--- src/rtl/dret_pkg.sv ---
// Shared types for the descriptor retirement tracker.
// Assumes nothing beyond being compiled before its users.
package dret_pkg;
    typedef enum logic [1:0] {
        M_IDLE   = 2'd0,
        M_RETIRE = 2'd1,
        M_FLUSH  = 2'd2
    } trk_mode_e;

    localparam logic ST_OK    = 1'b0;
    localparam logic ST_ABORT = 1'b1;
endpackage

--- src/rtl/trk_req_fifo.sv ---
// Request FIFO: holds pending packet requests, exposes the oldest entry.
// Assumes the user never pushes when full nor pops when empty; a push and
// a pop in the same cycle are both honoured.
module trk_req_fifo #(
    parameter int DEPTH = 8,
    parameter int W     = 16
) (
    input  logic         clk,
    input  logic         rst_n,
    input  logic         push,
    input  logic [W-1:0] din,
    input  logic         pop,
    output logic [W-1:0] front,
    output logic         empty,
    output logic         full
);
    localparam int AW = $clog2(DEPTH);

    logic [W-1:0] mem [DEPTH];
    logic [AW:0]  wr_q, rd_q;
    logic [AW:0]  count;

    assign count = wr_q - rd_q;
    assign empty = (count == '0);
    assign full  = (count == (AW+1)'(DEPTH));
    assign front = mem[rd_q[AW-1:0]];

    // Pointer update on push and pop.
    always_ff @(posedge clk) begin
        if (!rst_n) begin
            wr_q <= '0;
            rd_q <= '0;
        end else begin
            if (push && !full) wr_q <= wr_q + 1'b1;
            if (pop && !empty) rd_q <= rd_q + 1'b1;
        end
    end

    // Storage write, one slot per entry.
    for (genvar g = 0; g < DEPTH; g++) begin : g_slot
        always_ff @(posedge clk) begin
            if (push && !full && wr_q[AW-1:0] == AW'(g)) mem[g] <= din;
        end
    end

    AST_FIFO_NO_OVERFLOW: assert property (@(posedge clk) disable iff (!rst_n)
        count <= (AW+1)'(DEPTH));
endmodule

--- src/rtl/trk_ring_state.sv ---
// Ring pointer and counter state: local head, producer tail, wrap generation,
// added and removed descriptor counts, and the derived free-slot count.
// Assumes step and resync are never asserted together.
module trk_ring_state #(
    parameter int RING_DEPTH = 16,
    parameter int CNT_W      = 16,
    localparam int IDX_W     = $clog2(RING_DEPTH)
) (
    input  logic             clk,
    input  logic             rst_n,
    input  logic             step,
    input  logic             resync,
    input  logic             ring_push,
    input  logic [IDX_W-1:0] push_end,
    input  logic [IDX_W-1:0] push_ndesc,
    output logic [IDX_W-1:0] head,
    output logic [IDX_W-1:0] tail,
    output logic [1:0]       gen,
    output logic [CNT_W-1:0] removed,
    output logic [CNT_W-1:0] free_cnt
);
    localparam logic [IDX_W-1:0] LAST_IDX = IDX_W'(RING_DEPTH - 1);
    localparam logic [CNT_W-1:0] CAPACITY = CNT_W'(RING_DEPTH - 1);

    logic [CNT_W-1:0] added;

    assign free_cnt = CAPACITY - (added - removed);

    // Consumer side: head and removed count.
    always_ff @(posedge clk) begin
        if (!rst_n) begin
            head    <= '0;
            removed <= '0;
        end else if (resync) begin
            head    <= '0;
            removed <= added;
        end else if (step) begin
            head    <= (head == LAST_IDX) ? '0 : head + 1'b1;
            removed <= removed + 1'b1;
        end
    end

    // Producer side: tail, generation and added count.
    always_ff @(posedge clk) begin
        if (!rst_n) begin
            tail  <= '0;
            gen   <= '0;
            added <= '0;
        end else if (resync) begin
            tail <= '0;
            gen  <= '0;
        end else if (ring_push) begin
            tail  <= push_end;
            added <= added + CNT_W'(push_ndesc);
            if (push_end < tail) gen <= gen + 1'b1;
        end
    end

    AST_REMOVED_MONOTONIC: assert property (@(posedge clk) disable iff (!rst_n)
        (removed - $past(removed)) < (CNT_W'(1) << (CNT_W - 1)));
    AST_HEAD_MOVES_BY_ONE: assert property (@(posedge clk) disable iff (!rst_n)
        !$stable(head) |-> (head == '0) || (head == $past(head) + 1'b1));
endmodule

--- src/rtl/trk_sequencer.sv ---
// Sequencer: idle / retire-pass / flush control. Walks the head towards the
// hardware head, matches retired descriptors against the oldest request,
// and drains the FIFO on abort or stopped-engine submission. All pulses are
// registered, so they appear one cycle after the deciding step.
// Assumes submissions are not made during a flush and that a running
// submission has at least one descriptor.
module trk_sequencer
    import dret_pkg::*;
#(
    parameter int RING_DEPTH = 16,
    parameter int TAG_W      = 4,
    localparam int IDX_W     = $clog2(RING_DEPTH)
) (
    input  logic             clk,
    input  logic             rst_n,
    input  logic             eng_running,
    input  logic [IDX_W-1:0] hw_head,
    input  logic             kick,
    input  logic             abort_req,
    input  logic             sub_valid,
    input  logic [IDX_W-1:0] sub_start,
    input  logic [IDX_W-1:0] sub_end,
    input  logic             sub_rel,
    input  logic [TAG_W-1:0] sub_tag,
    input  logic [IDX_W-1:0] head,
    input  logic             fifo_empty,
    input  logic             fifo_full,
    input  logic [IDX_W-1:0] fr_start,
    input  logic [IDX_W-1:0] fr_end,
    input  logic             fr_rel,
    input  logic [TAG_W-1:0] fr_tag,
    output logic             push,
    output logic [IDX_W-1:0] push_start,
    output logic [IDX_W-1:0] push_end,
    output logic             push_rel,
    output logic [TAG_W-1:0] push_tag,
    output logic             pop,
    output logic             ring_push,
    output logic             step,
    output logic             resync,
    output logic             rel_q,
    output logic [IDX_W-1:0] rel_idx_q,
    output logic             done_q,
    output logic [TAG_W-1:0] done_tag_q,
    output logic             done_st_q,
    output logic             prog_q
);
    localparam logic [IDX_W-1:0] LAST_IDX = IDX_W'(RING_DEPTH - 1);

    function automatic logic [IDX_W-1:0] nxt(input logic [IDX_W-1:0] x);
        return (x == LAST_IDX) ? '0 : x + 1'b1;
    endfunction

    trk_mode_e        mode_q, mode_d;
    logic [IDX_W-1:0] run_q, run_d, cur_run, head_n;
    logic             run_ld_q, run_ld_d;
    logic             rstp_q, rstp_d;
    logic             any_q, any_d;
    logic             rel_d, done_d, done_st_d, prog_d;
    logic [IDX_W-1:0] rel_idx_d;
    logic [TAG_W-1:0] done_tag_d;
    logic             sub_ok, sub_stopped;

    assign cur_run     = run_ld_q ? run_q : fr_start;
    assign head_n      = nxt(head);
    assign sub_ok      = (mode_q != M_FLUSH) && sub_valid && !fifo_full;
    assign sub_stopped = sub_ok && !eng_running;

    // Next-state and pulse decisions for the three modes.
    always_comb begin
        mode_d     = mode_q;
        run_d      = run_q;
        run_ld_d   = run_ld_q;
        rstp_d     = rstp_q;
        any_d      = any_q;
        push       = sub_ok;
        push_start = eng_running ? sub_start : '0;
        push_end   = eng_running ? sub_end   : '0;
        push_rel   = eng_running ? sub_rel   : 1'b0;
        push_tag   = sub_tag;
        ring_push  = sub_ok && eng_running;
        pop        = 1'b0;
        step       = 1'b0;
        resync     = 1'b0;
        rel_d      = 1'b0;
        rel_idx_d  = head;
        done_d     = 1'b0;
        done_tag_d = fr_tag;
        done_st_d  = ST_OK;
        prog_d     = 1'b0;
        unique case (mode_q)
            M_IDLE, M_RETIRE: begin
                if (abort_req) begin
                    mode_d = M_FLUSH;
                    rstp_d = 1'b1;
                end else if (sub_stopped) begin
                    mode_d = M_FLUSH;
                end else if (mode_q == M_IDLE) begin
                    if (kick && eng_running) begin
                        mode_d = M_RETIRE;
                        any_d  = 1'b0;
                    end
                end else if (!eng_running) begin
                    mode_d = M_IDLE;
                end else if (head == hw_head) begin
                    mode_d = M_IDLE;
                    prog_d = any_q;
                end else begin
                    step  = 1'b1;
                    any_d = 1'b1;
                    if (!fifo_empty && fr_rel && cur_run == head) begin
                        rel_d     = 1'b1;
                        rel_idx_d = head;
                        run_d     = nxt(cur_run);
                        run_ld_d  = 1'b1;
                    end
                    if (!fifo_empty && fr_end == head_n) begin
                        pop      = 1'b1;
                        done_d   = 1'b1;
                        run_ld_d = 1'b0;
                    end
                end
            end
            M_FLUSH: begin
                if (fifo_empty) begin
                    resync   = rstp_q;
                    rstp_d   = 1'b0;
                    run_ld_d = 1'b0;
                    mode_d   = M_IDLE;
                end else if (fr_rel && cur_run != fr_end) begin
                    rel_d     = 1'b1;
                    rel_idx_d = cur_run;
                    run_d     = nxt(cur_run);
                    run_ld_d  = 1'b1;
                end else begin
                    pop       = 1'b1;
                    done_d    = 1'b1;
                    done_st_d = ST_ABORT;
                    run_ld_d  = 1'b0;
                end
            end
            default: mode_d = M_IDLE;
        endcase
    end

    // Mode, running index and flags.
    always_ff @(posedge clk) begin
        if (!rst_n) begin
            mode_q   <= M_IDLE;
            run_q    <= '0;
            run_ld_q <= 1'b0;
            rstp_q   <= 1'b0;
            any_q    <= 1'b0;
        end else begin
            mode_q   <= mode_d;
            run_q    <= run_d;
            run_ld_q <= run_ld_d;
            rstp_q   <= rstp_d;
            any_q    <= any_d;
        end
    end

    // Registered output pulses.
    always_ff @(posedge clk) begin
        if (!rst_n) begin
            rel_q      <= 1'b0;
            rel_idx_q  <= '0;
            done_q     <= 1'b0;
            done_tag_q <= '0;
            done_st_q  <= ST_OK;
            prog_q     <= 1'b0;
        end else begin
            rel_q      <= rel_d;
            rel_idx_q  <= rel_idx_d;
            done_q     <= done_d;
            done_tag_q <= done_tag_d;
            done_st_q  <= done_st_d;
            prog_q     <= prog_d;
        end
    end

    AST_REL_HAS_OWNER: assert property (@(posedge clk) disable iff (!rst_n)
        rel_q |-> $past(!fifo_empty));
    AST_STOPPED_NO_OK: assert property (@(posedge clk) disable iff (!rst_n)
        !eng_running |=> (!done_q || done_st_q == ST_ABORT));
    AST_FLUSH_ABORTS: assert property (@(posedge clk) disable iff (!rst_n)
        (mode_q == M_FLUSH) |=> (!done_q || done_st_q == ST_ABORT));
    AST_PROGRESS_ALONE: assert property (@(posedge clk) disable iff (!rst_n)
        prog_q |-> $past(!step));
endmodule

--- src/rtl/dret_tracker.sv ---
// Top of the descriptor retirement tracker: wires the request FIFO, the
// ring pointer/counter state and the sequencer together.
// Assumes hw_head only moves within the span software has submitted.
module dret_tracker #(
    parameter int RING_DEPTH = 16,
    parameter int REQ_DEPTH  = 8,
    parameter int TAG_W      = 4,
    parameter int CNT_W      = 16,
    localparam int IDX_W     = $clog2(RING_DEPTH)
) (
    input  logic             clk,
    input  logic             rst_n,
    input  logic             eng_running,
    input  logic [IDX_W-1:0] hw_head,
    input  logic             retire_kick,
    input  logic             abort_req,
    input  logic             sub_valid,
    input  logic [IDX_W-1:0] sub_start,
    input  logic [IDX_W-1:0] sub_end,
    input  logic [IDX_W-1:0] sub_ndesc,
    input  logic             sub_release,
    input  logic [TAG_W-1:0] sub_tag,
    output logic             rel_valid,
    output logic [IDX_W-1:0] rel_idx,
    output logic             done_valid,
    output logic [TAG_W-1:0] done_tag,
    output logic             done_status,
    output logic             progress,
    output logic [CNT_W-1:0] free_cnt,
    output logic [IDX_W-1:0] head_idx,
    output logic [IDX_W-1:0] tail_idx,
    output logic [1:0]       generation,
    output logic [CNT_W-1:0] removed_cnt
);
    localparam int ENT_W = 2 * IDX_W + 1 + TAG_W;

    logic             push, pop, ring_push, step, resync;
    logic             fifo_empty, fifo_full;
    logic [IDX_W-1:0] push_start, push_end, fr_start, fr_end;
    logic             push_rel, fr_rel;
    logic [TAG_W-1:0] push_tag, fr_tag;
    logic [ENT_W-1:0] fifo_din, fifo_front;

    assign fifo_din = {push_start, push_end, push_rel, push_tag};
    assign {fr_start, fr_end, fr_rel, fr_tag} = fifo_front;

    trk_req_fifo #(.DEPTH(REQ_DEPTH), .W(ENT_W)) u_fifo (
        .clk(clk), .rst_n(rst_n), .push(push), .din(fifo_din), .pop(pop),
        .front(fifo_front), .empty(fifo_empty), .full(fifo_full)
    );

    trk_ring_state #(.RING_DEPTH(RING_DEPTH), .CNT_W(CNT_W)) u_ring (
        .clk(clk), .rst_n(rst_n), .step(step), .resync(resync),
        .ring_push(ring_push), .push_end(sub_end), .push_ndesc(sub_ndesc),
        .head(head_idx), .tail(tail_idx), .gen(generation),
        .removed(removed_cnt), .free_cnt(free_cnt)
    );

    trk_sequencer #(.RING_DEPTH(RING_DEPTH), .TAG_W(TAG_W)) u_seq (
        .clk(clk), .rst_n(rst_n), .eng_running(eng_running), .hw_head(hw_head),
        .kick(retire_kick), .abort_req(abort_req), .sub_valid(sub_valid),
        .sub_start(sub_start), .sub_end(sub_end), .sub_rel(sub_release),
        .sub_tag(sub_tag), .head(head_idx), .fifo_empty(fifo_empty),
        .fifo_full(fifo_full), .fr_start(fr_start), .fr_end(fr_end),
        .fr_rel(fr_rel), .fr_tag(fr_tag), .push(push), .push_start(push_start),
        .push_end(push_end), .push_rel(push_rel), .push_tag(push_tag),
        .pop(pop), .ring_push(ring_push), .step(step), .resync(resync),
        .rel_q(rel_valid), .rel_idx_q(rel_idx), .done_q(done_valid),
        .done_tag_q(done_tag), .done_st_q(done_status), .prog_q(progress)
    );
endmodule

--- config.mk ---
export PLATFORM = sky130hd
export DESIGN_NAME = dret_tracker
export DESIGN_NICKNAME = d
export VERILOG_FILES = /design/src/rtl/dret_pkg.sv /design/src/rtl/trk_req_fifo.sv /design/src/rtl/trk_ring_state.sv /design/src/rtl/trk_sequencer.sv /design/src/rtl/dret_tracker.sv
export SDC_FILE = /design/constraint.sdc
export NUM_CORES = 1
export LEC_CHECK = 0
export ABC_AREA = 1
export BUFFER_PORTS_ARGS = -buffer_cell sky130_fd_sc_hd__buf_2
export CORE_MARGIN = 5
export CORE_UTILIZATION = 55
export CTS_BUF_LIST = sky130_fd_sc_hd__clkbuf_4
export DETAILED_ROUTE_END_ITERATION = 8
export GPL_TIMING_DRIVEN = 0
export HOLD_SLACK_MARGIN = 0.06
export PLACE_DENSITY = 0.79
export SLEW_MARGIN = 5
export SYNTH_ARGS = -nofsm -noshare
export SYNTH_HDL_FRONTEND = slang
export SYNTH_SLANG_ARGS = --single-unit
--- constraint.sdc ---
create_clock -name clk -period 5.3 [get_ports clk]
set_clock_uncertainty 0.15 [all_clocks]
set_input_delay 0 -clock clk [delete_from_list [all_inputs] [get_ports clk]]
set_output_delay 0 -clock clk [all_outputs]
set_load 0.005 [all_outputs]
==> qor.yml, run 1 <==
outcome: "finished clean"
p_leak_uw: 0.00463
gp_congestion: 0.858
avgSynthCellArea_um2: 8.77
grt_pass1_wl_um: 35800
cts.sinks: 178
final_cells: 1419
cts_tree: "done"
met1_usage_pct: 30.3
cp-start-kind: "flip-flop"
syn_nets: 1120
drc: 0
seq_area_frac_synth_pct: 50.4
placementRows: 47
gr-usage-met3_pct: 4.00
clockRootBuffer: "clkbuf_4"
postCtsSetupBuffers: 0
tightestPinTransition_ns: 0.913
r2r_start: "u_fifo.wr_q[0]$_SDFFE_PN0P_"
hold_path_startpoint: "sub_end[0]"
dp_cells: 1349
cts_max_path_buffers: 2
setup_viol: 0
slew-limit-headroom_pct: 38.8
busiest_layer: "met2"
fin_nets: 1263
post-route-period-util_pct: 69.8
ir_drop_mv: 0.201
core_area_um2: 16500
async_flop_share_pct: 0
synth_area_um2: 9130
gr-total-overflow: 0
drt_first_pass_iters: 6
grt_setup_unrepaired: "false"
crit_path_end_kind: "output port"
power_uw: 4540
htree_levels: 4
via_count: 7683
layout_commonest_cell: "nand2_1"
synth_edf_count: 104
cts.clk_slew.worst_paths_ns: 0.16
drt-vias-per-instance: 5.41
initial_utilization_pct: 55.5
hpwl_um: 15700
synth.distinct_cells: 46
track_usage_pct: 23.1
grt_max_degree: 20
crit_arrival_ns: 3.55
fin_crit_ns: 3.70
report.final.slew_viol_count: 0
use_met2_pct: 38.4
cpMaxStageDelayCell: "dfxtp_1"
clock_latency_ns: 0.62
setup_tns_ns: 0
min_path_type: "in2reg"
synthCells: 1042
port_buffers: 79
initialDrtViolationCount: 830
routedWlPerCell_um: 15.7
ctsResizeCount: 0
startpoint: "u_ring.added[1]$_SDFFE_PN0P_"
power.density_nw_per_um2: 428
ant_nets: 0
die_x_um: 139
routed_wl_um: 22300
area_growth_pct: 16.2
ios: 81
required_ns: 5.15
fmax_mhz: 270
hold_viol_final: 0
grt_pass1_vias: 7257
yosysWarnings: 0
r2r_setup_slack_ns: 2.16
critPathMostFrequentCell: "nand2_1"
worstPathMaxFanout: 4
worst-setup-path-type: "reg2out"
final_cell_mix: "214 x nand2_1, 125 x inv_1, 106 x nor2_1"
cts_buffers: 17
holdWs_ns: 0.104
ys_seq_elements: 178
die_area_um2: 19300
final_layout_size_suffix_gt1_share_pct: 14.5
maxCapViolCount: 0
final_util_pct: 64.5
antenna_found_initial: 1
crit_chain: "inv_1 -> ha_1 -> ha_1 -> fa_1 -> nand3_1 -> nand2_1 -> nand2_1 -> nand2_1 -> a21oi_1 -> o21ai_0 -> a21boi_0 -> o21ai_0 -> xor2_1 -> buf_2"
fp.dieH_um: 139
critical-path-max-stage-delay_ns: 0.42
synthFlopType: "edfxtp_1"
## metrics by stage
stage	cell area [um2]	worst slack, ns
3_3_place_gp	9800	1.32
3_5_place_dp	9920	2.06
4_1_cts	10600	1.59
5_1_grt	10600	1.39
6_report	10600	1.60
2_1_floorplan	9130	2.45
## critical path: cells and delay by family, from the launching register on
| family | cells | cell delay (ns) |
|---|---|---|
| compound gates | 4 | 0.91 |
| fa+ha+maj | 3 | 0.93 |
| flops | 1 | 0.42 |
| simple gates | 4 | 0.30 |
| buf+inv | 2 | 0.24 |
| xor+xnor | 1 | 0.15 |
## flip-flops by register name (all words and copies together), names as in the netlist, 4 cells and up, named ones only
signal and flops:
u_seq.rel_idx_q 4, u_seq.run_q 4, u_seq.done_tag_q 4, u_fifo.wr_q 4, u_ring.added 16, u_ring.removed 16, u_fifo.rd_q 4, u_fifo.mem 104
u_ring.tail 4, u_ring.head 4
## area by class of cell
class | instances | area (um2)
clock buffer | 18 | 135
tap | 220 | 275
antenna | 1 | 2.50
sequential | 178 | 4600
clock inverter | 14 | 189
inverter | 132 | 498
fill | 1363 | 5850
multi-input combinational | 697 | 3850
buffer | 35 | 220
timing repair buffer | 124 | 845
## final timing paths
kind / to / cells past startpoint
max: free_cnt[13] / 14
min: u_ring.tail[0]$_SDFFE_PP0P_ / 4
max reg2reg: u_seq.prog_q$_SDFF_PP0_ / 17
min reg2reg: u_seq.any_q$_SDFFE_PN0P_ / 2
## cell families (layout without fill, tap and decap cells)
kind of cell / after synthesis / after routing / share of synthesized area (%)
adders and majority gates: 51 / 51 / 7.15
buffers and inverters: 167 / 323 / 7.86
xor gates and xnor gates: 42 / 42 / 4.03
DFF: 178 / 178 / 50.4
and+or+nand+nor: 445 / 445 / 21.0
AOI/OAI and AO/OA: 159 / 159 / 9.58
other: 0 / 1 / 0
## routing by layer
| layer | vias up | wire [um] |
|---|---|---|
| li1 | 3754 | - |
| met1 | 3553 | 9510 |
| met2 | 334 | 10600 |
| met3 | 42 | 1600 |
| met4 | 0 | 510 |
| met5 | - | 0 |
## synthesized netlist by cell type (5+ instances only)
cell / count / area [um2]
nand2_1: 214 / 803
o21ai_0: 62 / 310
buf_4: 6 / 45.0
nor3_1: 19 / 95.1
xnor2_1: 18 / 158
buf_2: 7 / 35.0
nand3_1: 65 / 325
buf_6: 6 / 67.6
nand3_2: 6 / 60.1
ha_1: 49 / 613
a31oi_1: 6 / 37.5
xor2_1: 24 / 210
clkbuf_1: 13 / 48.8
nand3b_1: 5 / 37.5
nor2_1: 108 / 405
o21ai_1: 6 / 30.0
a21oi_1: 57 / 285
dfxtp_1: 74 / 1480
a211oi_1: 8 / 60.1
nand2_2: 8 / 50.1
nand4_1: 7 / 43.8
edfxtp_1: 104 / 3120
inv_1: 125 / 469
## power breakdown
group	total [uW]	switching [uW]	internal (uW)
Combinational	1970	1230	735
Clock	820	547	273
Sequential	1760	98.9	1660
## what timing repair did
item                                    4_1_cts  5_1_grt
endpoints found under the hold margin       160        0
endpoints found under the setup margin        0        0
hold buffers                                 37        0
Power figures use the tool's default switching activity.
==> run 2, diff against run 1 <==
--- a/config.mk
+++ b/config.mk
@@ -5,7 +5,7 @@
 export SDC_FILE = /design/constraint.sdc
 export NUM_CORES = 1
 export LEC_CHECK = 0
-export ABC_AREA = 1
+export ABC_AREA = 0
 export BUFFER_PORTS_ARGS = -buffer_cell sky130_fd_sc_hd__buf_2
 export CORE_MARGIN = 5
 export CORE_UTILIZATION = 55
@@ -13,7 +13,7 @@
 export DETAILED_ROUTE_END_ITERATION = 8
 export GPL_TIMING_DRIVEN = 0
 export HOLD_SLACK_MARGIN = 0.06
-export PLACE_DENSITY = 0.79
+export PLACE_DENSITY = 0.82
 export SLEW_MARGIN = 5
 export SYNTH_ARGS = -nofsm -noshare
 export SYNTH_HDL_FRONTEND = slang
==> constraint.sdc (replaced) <==
create_clock -name clk -period 3.35 [get_ports clk]
set_clock_uncertainty 0.15 [all_clocks]
set_input_delay 0 -clock clk [delete_from_list [all_inputs] [get_ports clk]]
set_output_delay 0 -clock clk [all_outputs]
set_load 0.005 [all_outputs]
==> run 2 against run 1 <==
Clock power grew 51%. Utilization grew 1.0 points. Sequential cell count is the same. Hold slack gained 0.027 ns. First-iteration DRC count shrank 23%. Non-clock buffer count shrank 1. Final area shrank 3.1%. Synthesized cell count shrank 29%. Total power grew 26%. Sequential power grew 48%. Combinational power shrank 5%. Largest cell class unchanged.
==> qor.yml, run 2 <==
outcome: "finished clean"
cts_max_path_buffers: 2  # unchanged
drc: 0  # unchanged
fin_nets: 965  # -24%
die_area_um2: 18500  # -4.1%
die_x_um: 136  # -2.1%
ys_seq_elements: 178  # unchanged
syn_nets: 817  # -27%
gp_congestion: 0.815  # -5.0%
slew-limit-headroom_pct: 50.3  # +11 points
gr-total-overflow: 0  # unchanged
crit_path_end_kind: "output port"
dp_cells: 1034  # -23%
setup_ws_ns: 0.0518  # -1.55 ns
tightestPinTransition_ns: 0.740  # -0.173 ns
largest-register: "u_fifo.mem"
placementRows: 46  # -2.1%
async_flop_share_pct: 0  # unchanged
grt_pass1_wl_um: 30400  # -15%
cp-start-kind: "flip-flop"
report.final.slew_viol_count: 0  # unchanged
post-route-period-util_pct: 98.5
setup_viol: 0  # unchanged
power_uw: 5730  # +26%
fin_crit_ns: 3.30
cpMaxStageDelayCell: "dfxtp_4"
port_buffers: 79  # unchanged
area_growth_pct: 17.9
synth_edf_count: 104  # unchanged
maxCapViolCount: 0  # unchanged
synth.distinct_cells: 64  # +39%
clock_latency_ns: 0.58  # -0.04 ns
antenna_found_initial: 1  # unchanged
final_layout_size_suffix_gt1_share_pct: 23.3  # +8.8 points
clockRootBuffer: "clkbuf_4"
power.density_nw_per_um2: 557  # +30%
critPathMostFrequentCell: "a21oi_2"
ir_drop_mv: 0.345  # +71%
use_met2_pct: 33.2  # -5.3 points
netlist.area_leader.share_pct: 35.8  # +1.6 points
seq_area_frac_synth_pct: 52.8  # +2.3 points
crit_chain: "ha_4 -> ha_4 -> fa_2 -> a21oi_2 -> o21bai_2 -> a21oi_2 -> o21ai_2 -> a211oi_2 -> o41ai_2 -> a21oi_2 -> xnor2_1 -> buf_2"
busiest_layer: "met2"
grt_setup_unrepaired: "true"
routed_wl_um: 19400  # -13%
via_count: 6317  # -18%
grt_pass1_vias: 5947  # -18%
cts.sinks: 178  # unchanged
hpwl_um: 12800  # -18%
synth_top_area_cell: "edfxtp_1"
layout_commonest_cell: "edfxtp_1"
routedWlPerCell_um: 17.4  # +11%
crit_arrival_ns: 3.15  # -0.40 ns
cts_tree: "done"
hold_viol_final: 0  # unchanged
gr-usage-met3_pct: 4.29  # +0.29 points
path_buf_inv: 1  # -1
synthFlopType: "edfxtp_1"
final_cells: 1117  # -21%
drt_first_pass_iters: 8  # +2
grt_max_degree: 18  # -10%
top_regs: "u_fifo.mem x104, u_ring.added x16, u_ring.removed x16"
initialDrtViolationCount: 638  # -23%
largest_reg_flops: 104  # unchanged
core_area_um2: 15700  # -4.6%
final_util_pct: 65.5  # +1.0 points
synth_area_um2: 8730  # -4.5%
synth_most_common_cell: "edfxtp_1"
track_usage_pct: 21.3  # -1.8 points
min_path_type: "in2reg"
ios: 81  # unchanged
drt-vias-per-instance: 5.66  # +4.5%
worst-setup-path-type: "reg2out"
synth_commonest_cells: "104 x edfxtp_1, 74 x dfxtp_1, 72 x nor2_1"
dpl_worst_slack_ns: -0.00268  # -2.07 ns
required_ns: 3.20  # -1.95 ns
synth_area_leaders: "edfxtp_1 36%, dfxtp_1 17%, ha_1 7.0%"
met1_usage_pct: 29.9  # -0.41 points
fp.dieH_um: 136  # -2.1%
synthCells: 739  # -29%
holdWs_ns: 0.131  # +0.0268 ns
yosysWarnings: 0  # unchanged
final_cell_mix: "104 x edfxtp_1, 81 x buf_2, 72 x nor2_1"
cts_buffers: 17  # unchanged
worstPathMaxFanout: 5  # +1
initial_utilization_pct: 55.5  # +0.071 points
critical-path-max-stage-delay_ns: 0.41  # about the same
avgSynthCellArea_um2: 11.8  # +35%
cts.clk_slew.worst_paths_ns: 0.15  # about the same
htree_levels: 4  # unchanged
nFillCells: 1170  # -14%
ant_nets: 0  # unchanged
crit_family: "compound AO/OA/AOI/OAI gates"
fmax_mhz: 303
p_leak_uw: 0.00389  # -16%
run 2: metal layers:
layer	vias to the layer above	part of all wire, %
met2	231	48
li1	3003	-
met1	3055	44
met5	-	0
met3	28	6.5
met4	0	1.8
run 2: path summary, 6_finish.rpt:
kind	from	end	slack (ns)	cells after the start
max reg2reg	flip-flop	u_seq.run_q[0]$_SDFFE_PN0P_	0.18	10
min reg2reg	u_seq.rstp_q$_SDFFE_PN0P_	u_seq.rstp_q$_SDFFE_PN0P_	0.34	2
min	abort_req	u_seq.rstp_q$_SDFFE_PN0P_	0.13	4
max	u_ring.removed[1]$_SDFFE_PN0P_	free_cnt[15]	0.05	12
run 2: worst reg2reg max path, cell delays in order, from the launching register on:
cell and delay [ns]:
dfxtp_1 0.45, buf_6 0.19, buf_2 0.28, mux4_2 0.36, mux2i_2 0.33, xnor2_1 0.15
or2_1 0.27, o311a_1 0.34, buf_6 0.14, nor2_1 0.26, o21ai_1 0.13
run 2: power breakdown:
part           internal (uW)  switching, uW  leakage (uW)  total, uW
Clock                    465            778      0.000155       1240
Combinational            868           1010       0.00217       1870
Sequential              2520           94.4       0.00156       2610
run 2: kinds of logic (layout without fill, tap and decap cells):
| kind of cell | after synthesis | in the layout | share of synthesized area [%] |
|---|---|---|---|
| xor gates and xnor gates | 63 | 63 | 6.32 |
| adders and majority gates | 51 | 51 | 7.48 |
| muxes | 48 | 48 | 8.87 |
| buffers and inverters | 68 | 229 | 3.34 |
| and+or+nand+nor | 207 | 207 | 11.7 |
| DFF | 178 | 178 | 52.8 |
| AOI/OAI and AO/OA | 124 | 124 | 9.49 |
| other | 0 | 1 | 0 |
run 2: final cells by class:
cell class / count / area (um2) / area share (%)
sequential: 178 / 4620 / 44.9
multi-input combinational: 493 / 3960 / 38.4
timing repair buffer: 129 / 858 / 8.34
tap: 216 / 270 / 2.63
clock inverter: 14 / 155 / 1.51
inverter: 39 / 150 / 1.46
buffer: 29 / 148 / 1.43
clock buffer: 18 / 135 / 1.31
antenna: 1 / 2.50 / 0.0243
run 2: stage by stage:
| stage | setup TNS (ns) | area [um2] |
|---|---|---|
| final | 0 | 10300 |
| after global routing | -0.350 | 10300 |
| after CTS | -0.0105 | 10200 |
| after detailed placement | -0.0172 | 9390 |
| after global placement | 0 | 9390 |
| after floorplan | 0 | 8730 |
run 2: what timing repair did:
action	in CTS	in global routing
setup endpoints to repair	27	90
hold buffers	35	0
setup buffers	10	6
gates cloned	0	0
hold endpoints to repair	145	0
resized for setup	20	22
pin swaps	9	8
==> run 3, diff against run 2 <==
--- a/config.mk
+++ b/config.mk
@@ -13,7 +13,7 @@
 export DETAILED_ROUTE_END_ITERATION = 8
 export GPL_TIMING_DRIVEN = 0
 export HOLD_SLACK_MARGIN = 0.06
-export PLACE_DENSITY = 0.82
+export PLACE_DENSITY = 0.75
 export SLEW_MARGIN = 5
 export SYNTH_ARGS = -nofsm -noshare
 export SYNTH_HDL_FRONTEND = slang
==> run 3 against run 2 <==
Non-clock buffer count grew 2. Combinational power increased by 4%. First-iteration DRC count down 7.4%. Wire length increased by 5.6%. Setup slack gained 0.040 ns. Register-to-register slack improved by 0.03 ns. Largest power group unchanged.
==> qor.yml, run 3 (same netlist as run 2, synthesis figures left out) <==
final_layout_size_suffix_gt1_share_pct: 23.9  # +0.61 points
largest_reg_flops: 104  # unchanged
grt_pass1_wl_um: 32300  # +6.3%
drt-vias-per-instance: 5.67  # +0.29%
post-route-period-util_pct: 97.3  # -1.2 points
maxCapViolCount: 0  # unchanged
die_area_um2: 18500  # unchanged
htree_levels: 4  # unchanged
required_ns: 3.20  # about the same
grt_max_degree: 17  # -1
initial_utilization_pct: 55.5  # unchanged
ff2ff_path_depth: 8  # -2
min_path_type: "in2reg"
setup_ws_ns: 0.0917  # +0.0398 ns
power.density_nw_per_um2: 554  # -0.39%
path_buf_inv: 2  # +1
fin_nets: 967  # +0.21%
final_util_pct: 65.6  # +0.14 points
gp_congestion: 0.892  # +9.5%
grt_setup_unrepaired: "true"
report.final.slew_viol_count: 0  # unchanged
placementRows: 46  # unchanged
clockRootBuffer: "clkbuf_4"
final_cell_mix: "104 x edfxtp_1, 80 x buf_2, 72 x nor2_1"
dpl_worst_slack_ns: -0.0466  # -0.0439 ns
top_regs: "u_fifo.mem x104, u_ring.added x16, u_ring.removed x16"
hold_path_startpoint: "sub_end[2]"
p_leak_uw: 0.00388  # -0.18%
startpoint: "u_ring.removed[1]$_SDFFE_PN0P_"
via_count: 6341  # +0.38%
cpMaxStageDelayCell: "fa_2"
fmax_mhz: 307  # +1.2%
layout_commonest_cell: "edfxtp_1"
area_growth_pct: 18.2
setup_viol: 0  # unchanged
cts.sinks: 178  # unchanged
port_buffers: 79  # unchanged
worst-setup-path-type: "reg2out"
holdPathStages: 4  # unchanged
hold_viol_final: 0  # unchanged
cts.clk_slew.worst_paths_ns: 0.15  # about the same
ant_nets: 0  # unchanged
outcome: "finished clean"
grt_pass1_vias: 6312  # +6.1%
crit_path_end_kind: "output port"
drt_first_pass_iters: 5  # -3
cts_tree: "done"
fin_crit_ns: 3.26  # -0.0398 ns
cp-start-kind: "flip-flop"
initialDrtViolationCount: 591  # -7.4%
crit_family: "adder cells"
crit_arrival_ns: 3.11  # -0.04 ns
clock_latency_ns: 0.59  # about the same
cts_max_path_buffers: 2  # unchanged
finalInstanceArea_um2: 10300  # +0.21%
r2r_start: "u_seq.mode_q[0]$_SDFFE_PN0P_"
worstPathMaxFanout: 2  # -3
diodes: 0  # -1
ir_drop_mv: 0.334  # -3.1%
crit_cells: 12  # unchanged
track_usage_pct: 22.7  # +1.5 points
largest-register: "u_fifo.mem"
antenna_found_initial: 0  # -1
tightestPinTransition_ns: 0.846  # +0.106 ns
hpwl_um: 14300  # +11%
gr-total-overflow: 0  # unchanged
critical-path-max-stage-delay_ns: 0.40  # about the same
routed_wl_um: 20500  # +5.6%
cts_buffers: 17  # unchanged
ios: 81  # unchanged
slew-limit-headroom_pct: 43.1  # -7.2 points
routedWlPerCell_um: 18.3  # +5.5%
fp.dieH_um: 136  # unchanged
place_area_um2: 9390  # unchanged
crit_chain: "ha_4 -> ha_4 -> fa_2 -> a21oi_2 -> o21bai_2 -> a21oi_2 -> o21ai_2 -> a211oi_2 -> buf_4 -> nor3_1 -> xnor2_1 -> buf_2"
drc: 0  # unchanged
die_x_um: 136  # unchanged
core_area_um2: 15700  # unchanged
==> run 3: final timing paths <==
path                                     end  slack (ns)
max reg2reg  u_ring.removed[13]$_SDFFE_PN0P_        0.21
max                             free_cnt[13]        0.09
min              u_ring.tail[2]$_SDFFE_PP0P_        0.11
min reg2reg        u_seq.rstp_q$_SDFFE_PN0P_        0.32
==> run 3: worst min-delay path, cell delays in order <==
cell,delay (ns)
dlygate4sd3_1,0.52
buf_2,0.15
a21oi_1,0.07
nor2_1,0.07
==> run 3: final cells by class <==
| cell class | instances | area, um2 |
|---|---|---|
| clock buffers | 19 | 143 |
| plain buffers | 29 | 150 |
| fillers | 1177 | 5400 |
| well taps | 216 | 270 |
| repair buffers | 131 | 876 |
| inverters | 39 | 150 |
| flip-flops and latches | 178 | 4620 |
| clock inverters | 13 | 124 |
| multi-input cells | 493 | 3980 |
==> run 3: timing repair <==
| action | CTS | global route |
|---|---|---|
| gates resized for setup | 33 | 17 |
| hold endpoints to repair | 145 | 0 |
| setup endpoints to repair | 97 | 40 |
| buffers inserted | 6 | 10 |
| hold buffers | 36 | 0 |
| pin swaps | 11 | 9 |
==> run 3: per-layer routing <==
layer	part of all wire (%)	GRT usage (%)	vias to the layer above
met5	0	0	-
met4	1.6	7.17	0
met3	7.2	5.55	36
met2	49	37.1	241
met1	42	30.2	3050
li1	-	-	3014
==> run 3: power breakdown <==
part	leakage [uW]	internal (uW)	switching, uW
clock	0.000143	397	759
combinational	0.00218	897	1050
sequential	0.00156	2520	99.4
==> run 3: metrics by stage <==
step | hold slack, ns | total power, uW | std cells | setup TNS, ns
floorplan | -0.0511 | 3880 | 739 | 0
global placement | 0.107 | 4320 | 1034 | 0
CTS | 0.0661 | 5650 | 1108 | -0.0259
global route | 0.105 | 6030 | 1118 | -0.205
finish | 0.113 | 5720 | 1118 | 0
detailed placement | 0.127 | 4390 | 1034 | -1.41
